===== config.mk =====
export PLATFORM = sky130hd
export DESIGN_NAME = ilv_fetch_seq
export DESIGN_NICKNAME = d
export VERILOG_FILES = /design/src/rtl/ilv_fetch_seq.sv
export SDC_FILE = /design/constraint.sdc
export NUM_CORES = 2
export LEC_CHECK = 0
export BUFFER_PORTS_ARGS = -buffer_cell sky130_fd_sc_hd__buf_2
export CAP_MARGIN = 30
export CORE_ASPECT_RATIO = 1.5
export CORE_MARGIN = 4
export CORE_UTILIZATION = 60
export DETAILED_ROUTE_END_ITERATION = 12
export PLACE_DENSITY_LB_ADDON = 0.12
export SLEW_MARGIN = 10
export SYNTH_ARGS = -nofsm -noshare
export SYNTH_HDL_FRONTEND = slang
export SYNTH_SLANG_ARGS = --single-unit

===== constraint.sdc =====
create_clock -name clk -period 5.6 [get_ports clk]
set_input_delay 1.12 -clock clk [delete_from_list [all_inputs] [get_ports clk]]
set_output_delay 1.12 -clock clk [all_outputs]
set_load 0.02 [all_outputs]

===== src/rtl/ilv_fetch_seq.sv =====
module ilv_fetch_seq #(
  parameter int PC_W = 32,
  parameter int SEQ_W = 16,
  parameter int GHR_W = 16,
  parameter int IDX_W = 8,
  parameter logic [31:0] RESET_PC = 32'h0000_1000
) (
  input  logic             clk,
  input  logic             rst_n,
  input  logic             joined,
  input  logic             advance,
  input  logic             rs_valid,
  input  logic [PC_W-1:0]  rs_pc,
  input  logic [SEQ_W-1:0] rs_seq,
  input  logic             rs_taken,
  input  logic             rs_mispred,
  input  logic [PC_W-1:0]  rs_target,
  output logic             f0_valid,
  output logic [PC_W-1:0]  f0_pc,
  output logic [SEQ_W-1:0] f0_seq,
  output logic             f0_pred,
  output logic             f1_valid,
  output logic [PC_W-1:0]  f1_pc,
  output logic [SEQ_W-1:0] f1_seq,
  output logic             f1_pred
);
  localparam int LANES = 2;
  localparam int ENT = 1 << IDX_W;

  logic mode_q, run_q;
  wire redir = rs_valid & rs_mispred;
  wire [PC_W-1:0]  step_pc  = mode_q ? PC_W'(8) : PC_W'(4);
  wire [SEQ_W-1:0] step_seq = mode_q ? SEQ_W'(2) : SEQ_W'(1);

  logic [LANES*PC_W-1:0]  pc_all;
  logic [LANES*SEQ_W-1:0] seq_all;
  logic [LANES*GHR_W-1:0] ghr_all;
  logic [LANES*2*ENT-1:0] pht_all;
  logic [LANES-1:0]       pred_all;

  always_ff @(posedge clk) begin
    if (!rst_n) begin
      mode_q <= joined;
      run_q  <= 1'b0;
    end else begin
      run_q <= 1'b1;
      if (redir) mode_q <= joined;
    end
  end

  for (genvar g = 0; g < LANES; g++) begin : lane
    localparam logic [PC_W-1:0] OFS = PC_W'(4 * g);
    logic [PC_W-1:0]  pc_r;
    logic [SEQ_W-1:0] seq_r;
    logic [GHR_W-1:0] ghr_r;
    logic [2*ENT-1:0] pht_r;
    logic [IDX_W-1:0] upd_idx, look_idx;
    logic [1:0]       ctr, ctr_nxt;

    assign upd_idx  = rs_pc[IDX_W+1:2] ^ ghr_r[IDX_W-1:0];
    assign look_idx = pc_r[IDX_W+1:2] ^ ghr_r[IDX_W-1:0];
    assign ctr      = pht_r[2*upd_idx +: 2];

    always_comb begin
      ctr_nxt = ctr;
      if (rs_taken && ctr != 2'b11) ctr_nxt = ctr + 2'b01;
      else if (!rs_taken && ctr != 2'b00) ctr_nxt = ctr - 2'b01;
    end

    always_ff @(posedge clk) begin
      if (!rst_n) begin
        pc_r  <= RESET_PC[PC_W-1:0] + OFS;
        seq_r <= SEQ_W'(g);
      end else if (redir) begin
        pc_r  <= rs_target + OFS;
        seq_r <= rs_seq + SEQ_W'(g + 1);
      end else if (advance) begin
        pc_r  <= pc_r + step_pc;
        seq_r <= seq_r + step_seq;
      end
    end

    always_ff @(posedge clk) begin
      if (!rst_n) begin
        ghr_r <= '0;
        pht_r <= {ENT{2'b01}};
      end else if (rs_valid) begin
        ghr_r <= {ghr_r[GHR_W-2:0], rs_taken};
        pht_r[2*upd_idx +: 2] <= ctr_nxt;
      end
    end

    assign pc_all[g*PC_W +: PC_W]     = pc_r;
    assign seq_all[g*SEQ_W +: SEQ_W]  = seq_r;
    assign ghr_all[g*GHR_W +: GHR_W]  = ghr_r;
    assign pht_all[g*2*ENT +: 2*ENT]  = pht_r;
    assign pred_all[g]                = pht_r[2*look_idx + 1];
  end

  assign f0_valid = run_q;
  assign f1_valid = run_q & mode_q;
  assign f0_pc    = pc_all[0 +: PC_W];
  assign f1_pc    = pc_all[PC_W +: PC_W];
  assign f0_seq   = seq_all[0 +: SEQ_W];
  assign f1_seq   = seq_all[SEQ_W +: SEQ_W];
  assign f0_pred  = pred_all[0];
  assign f1_pred  = pred_all[1];
endmodule



## Yosys cells after proc, flatten, opt, wreduce, memory -nomap -nowiden

Cells that the tools add are included.
Widths: inputs -> output; s select.

- Flip-flop bits (word level): 1138
- Input port bits: 87
- Output and inout port bits: 100

- Add/subtract/negate cells: 15
- Order comparisons: 2
- Equal/unequal tests: 3
- Shifts and indexed selects: 6
- Muxes and demuxes: 23
- Bitwise gates (word level): 6
- Reduce and logical (&&, ||, !) cells: 8

Operators by type and width:

| operator | number |
|---|---|
| $bwmux 512 | 2 |
| $shift 2x34->512 const A | 2 |
| $shiftx 2x34->512 | 2 |
| $shiftx 512x10->2 | 2 |
| $mux 32 | 4 |
| $neg 9->34 | 2 |
| $add 32x4->32 | 2 |
| $mux 16 | 4 |
| $add 16x2->16 | 2 |
| $add 32x3->32 const B | 1 |
| $xor 8x8->8 | 4 |
| $add 9x1->10 const B | 2 |
| $lt 10x10->1 const B | 2 |
| $bmux 1 s9 | 2 |
| $add 16x1->16 const B | 1 |
| $add 16x2->16 const B | 1 |
| $mux 2 | 5 |
| $reduce_bool 2->1 | 3 |
| $mux 1 | 5 |
| $add 2x1->2 const B | 2 |
| $logic_and 1x1->1 | 4 |
| $mux 4 | 1 |
| $ne 2x2->1 const B | 2 |
| $sub 2x1->2 const B | 2 |
| 3 further kinds | 4 |

## Longest topological paths before layout

- Depth after elaboration: 8
- Gate-level depth with buffers: 23
- Mapped depth without buffers: 16

## Worst setup path after synthesis

OpenSTA, ideal clock, no wires.

- Path kind: register to output
- From: register lane[1].pc_r[2], in the netlist f1_pc[2]
- To: output port f1_pred
- Data arrival time: 3961 ps
- Required time: 4480 ps
- Setup slack: 519 ps
- Stages on the path, launching flop included: 9
- Buffers on the path: 2
- Cell sequence: dfxtp_1 -> xor2_1 -> clkbuf_1 -> buf_2 -> mux4_2 -> mux4_2 -> mux4_2 -> a211oi_1 -> a21oi_1

- Cells in the longest elaborated chain, start to end: 4

RTL lines:

| element | line | text |
|---|---|---|
| from (decl) | 53 | `logic [PC_W-1:0] pc_r;` |
| from (signal assigned) | 72 | `pc_r <= RESET_PC[PC_W-1:0] + OFS;` |
| from (signal assigned) | 75 | `pc_r <= rs_target + OFS;` |
| from (signal assigned) | 78 | `pc_r <= pc_r + step_pc;` |
| $xor 8x8->8 | 61 | `assign look_idx = pc_r[IDX_W+1:2] ^ ghr_r[IDX_W-1:0];` |
| $add 9x1->10 | 97 | `assign pred_all[g] = pht_r[2*look_idx + 1];` |
| $bmux 1 s9 | 97 |  |
| $mux 1 (not written as such) | 97 |  |
| to (decl) | 25 | `output logic f1_pred` |

Every way passes these cells. The select of a mux whose other input is x is not followed.

==> metrics.yaml <==
run_status:
  outcome: "completed"
floorplanning:
  die_w_um: 253
  core_area_mm2: 0.0892
  die_h_um: 376
  io_pins: 187
  die_area_mm2: 0.0952
  initial_core_util_pct: 60.7
  rows: 134
logic_synthesis:
  syn_avg_cell_area_um2: 9.36
  yosys-top-cells-count: "1127 x dfxtp_1, 711 x nand2_1, 606 x o21ai_0"
  synthArstFlopShare_pct: 0
  yosysMostFrequentCell: "dfxtp_1"
  syn-instance-count: 5780
  ys.flop_type: "dfxtp_1"
  seq_area_frac_synth_pct: 41.7
  syn_area_mm2: 0.0541
  netlist_top_cells_area: "dfxtp_1 42%, mux4_2 18%, o21ai_0 5.6%, a21oi_1 5.6%, nand2_1 4.9%"
  synth_edf_count: 1
  syn_nets: 5888
  ys_warn_count: 0
  synth_seq_cells: 1128
  synth_area_leader_cell: "dfxtp_1"
  ys_types: 64
  synth_top_area_share_pct: 41.7
setup_path:
  critPathKind: "flop to primary output"
  cp.arrival_ps: 4340
  regToRegStartpoint: "lane[0].ghr_r[2]"
  cp.depth: 9
  worst_path_max_delay_cell: "mux4_2"
  worstSetupStartpointType: "flop"
  cp_max_fo: 42
  critPathMaxStageDelay_ps: 620
  cp-startpoint: "lane[0].ghr_r[0]"
  worstPathRequired_ps: 4480
  path_buf_inv: 2
  path_cells: "xor2_4, buf_12, mux4_2, mux4_2, mux4_2, nor2b_1, a211oi_1, a21oi_1, buf_2"
  crit_family: "multiplexers"
  timing.rr.end: "lane[1].pht_r[506]"
  reg2reg_depth: 19
  path_common_cell: "mux4_2"
  cp-end-kind: "primary output"
  crit_end: "f1_pred"
  reg2reg_slack_ps: 620
placed_design:
  hpwl_mm: 123
  gp_congestion: 0.964
  placed_cell_area_mm2: 0.0572
  port_buffers: 162
route:
  first_pass_iters: 6
  wire_per_inst_um: 25.7
  drc: 0
  drtIter0Drc: 5605
  viasPerCell: 6.68
  routed_wl_mm: 183
  drtAntennaViolNets: 0
  dr_total_vias: 47549
timing:
  fmax_ghz: 0.183
  tns_ps: 0
  rsz0062_at_grt: "false"
  post-route-period-util_pct: 97.6
  clock_skew_ps: 44.2
  finalHoldViolCount: 0
  worst_pin_slew_ps: 1030
  slew-limit-headroom_pct: 31.0
  fin_crit_ps: 5460
  setup_violations: 0
  drv_slew: 0
layout:
  area_growth_pct: 12.8
  final_area_mm2: 0.0610
  drive_gt1_share_pct: 18.4
  final_net_count: 5979
grt:
  grt_overflow: 0
  grt.total_usage_pct: 37.7
  grt_pass1_vias: 45774
  grt_pass1_wl_mm: 276
  grt_max_degree: 228
  antenna_found_initial: 5
clock_network:
  htree_levels: 3
  clk_pin_slew_ps: 60
  cts_sinks: 1128
  cts_tree: "built"
  ctsLongestPathBuffers: 3
  cts-root-buf: "clkbuf_16"
  cts_made_buffers: 106
  clkLatencyLatePin_ps: 750
  cts_hold_buf: 0
pwr:
  leakagePower_nw: 21.7
  ir_drop_uv: 327
  fin_total_pwr_mw: 18.8
  powerDensity_mw_per_mm2: 307
job:
  max-cap-violations: 0
worst_hold_path:
  min_path_type: "flop to flop"
  min_from: "f0_pc[1]"
## power by group
part	switching, mW	leakage (nW)	internal, mW
logic	1.92	10.8	0.943
clock network	3.28	1.82	4.43
registers	0.0874	9.13	8.10
total	5.28	21.7	13.5
## worst min-delay path by stage
stage	to	slack, ps	depth (start not counted)
2_1_floorplan	lane[1].pht_r[104]	430	2
3_3_place_gp	lane[1].pht_r[488]	440	2
3_5_place_dp	lane[1].pht_r[362]	460	2
4_1_cts	lane[1].pht_r[362]	470	2
5_1_grt	lane[1].pht_r[176]	480	2
6_report	f0_pc[1]	470	2
## per-layer routing
metal | wire, um | part of all wire (%) | track usage [%]
met3 | 16500 | 9.0 | 6.63
met5 | 0 | 0 | 0
met2 | 84300 | 46 | 59.5
met4 | 17300 | 9.5 | 29.0
met1 | 64600 | 35 | 45.9
## flip-flops by register name (all words and copies together) (netlist names)
| signal | count |
|---|---|
| lane.pht_r | 1024 |
| f0_valid | 1 |
| f1_seq | 16 |
| mode_q | 1 |
| f0_seq | 16 |
| lane.ghr_r | 8 |
| f1_pc | 31 |
| f0_pc | 31 |
## repair_timing
item / CTS / global route
setup endpoints to repair: 2 / 2
gates cloned: 0 / 0
buffers inserted: 0 / 2
resized for setup: 1 / 1
## cells in the final DEF, fill, tap and decap left out, types with 8 or more instances in the layout
| master | count |
|---|---|
| and4_1 | 11 |
| nor2b_1 | 20 |
| buf_12 | 58 |
| a31oi_1 | 13 |
| a21oi_1 | 602 |
| xnor2_1 | 76 |
| nor2_1 | 442 |
| xor2_1 | 68 |
| xor2_4 | 12 |
| a22oi_1 | 19 |
| clkinv_2 | 19 |
| a311oi_1 | 13 |
| a211oi_1 | 73 |
| bufinv_16 | 11 |
| nor2_2 | 8 |
| o211ai_1 | 202 |
| dfxtp_1 | 1126 |
| a21oi_2 | 14 |
| nand3_1 | 358 |
| buf_4 | 207 |
| nor3_1 | 290 |
| ha_1 | 17 |
| and3_1 | 29 |
| nand4_1 | 37 |
| o22ai_1 | 9 |
| clkbuf_1 | 24 |
| mux2i_1 | 29 |
| buf_2 | 161 |
| inv_1 | 22 |
| nand2_1 | 709 |
| o21ai_0 | 606 |
| mux4_2 | 432 |
| or3_1 | 14 |
| clkbuf_8 | 27 |
| clkbuf_16 | 109 |
## layout make-up
class,count,area [um2]
diodes,6,15.0
clock buffers,160,3190
clock inverters,35,494
fillers,7002,28200
inverters,25,101
multi-input cells,4178,29600
flip-flops and latches,1128,22600
well taps,1156,1450
repair buffers,432,3640
## cell families after synthesis
| kind of cell | share of synthesized area, % |
|---|---|
| AO/OA/AOI/OAI | 16.5 |
| flip-flops | 41.7 |
| XOR/XNOR | 2.70 |
| AND/OR/NAND/NOR | 15.7 |
| buffers and inverters | 4.25 |
| adder cells (fa/ha/maj) | 0.541 |
| multiplexers | 18.6 |
## per-stage QoR
step / hold slack, ps / util [%] / setup WS, ps / std cells
global placement: 442 / 64.1 / 105 / 6910
finish: 468 / 68.4 / 136 / 7120
global route: 481 / 68.4 / 26.2 / 7116
detailed placement: 456 / 64.2 / 32.8 / 6915
CTS: 470 / 68.3 / 82.0 / 7110
floorplan: 433 / - / 519 / 5780
## worst register-to-register path, stage by stage (launching register included)
cell and delay [ps]:
dfxtp_1 690, xor2_4 450, buf_12 270, buf_4 330, mux4_2 330, a31oi_1 280
o21ai_0 200, a211oi_1 290, nor3_1 110, a31oi_1 190, o31a_1 220, inv_1 60
ha_1 210, buf_4 130, mux2i_1 130, buf_4 150, xor2_4 160, buf_12 190
buf_12 260, o211ai_1 160
No activity file was read; power rests on OpenSTA's default activity.
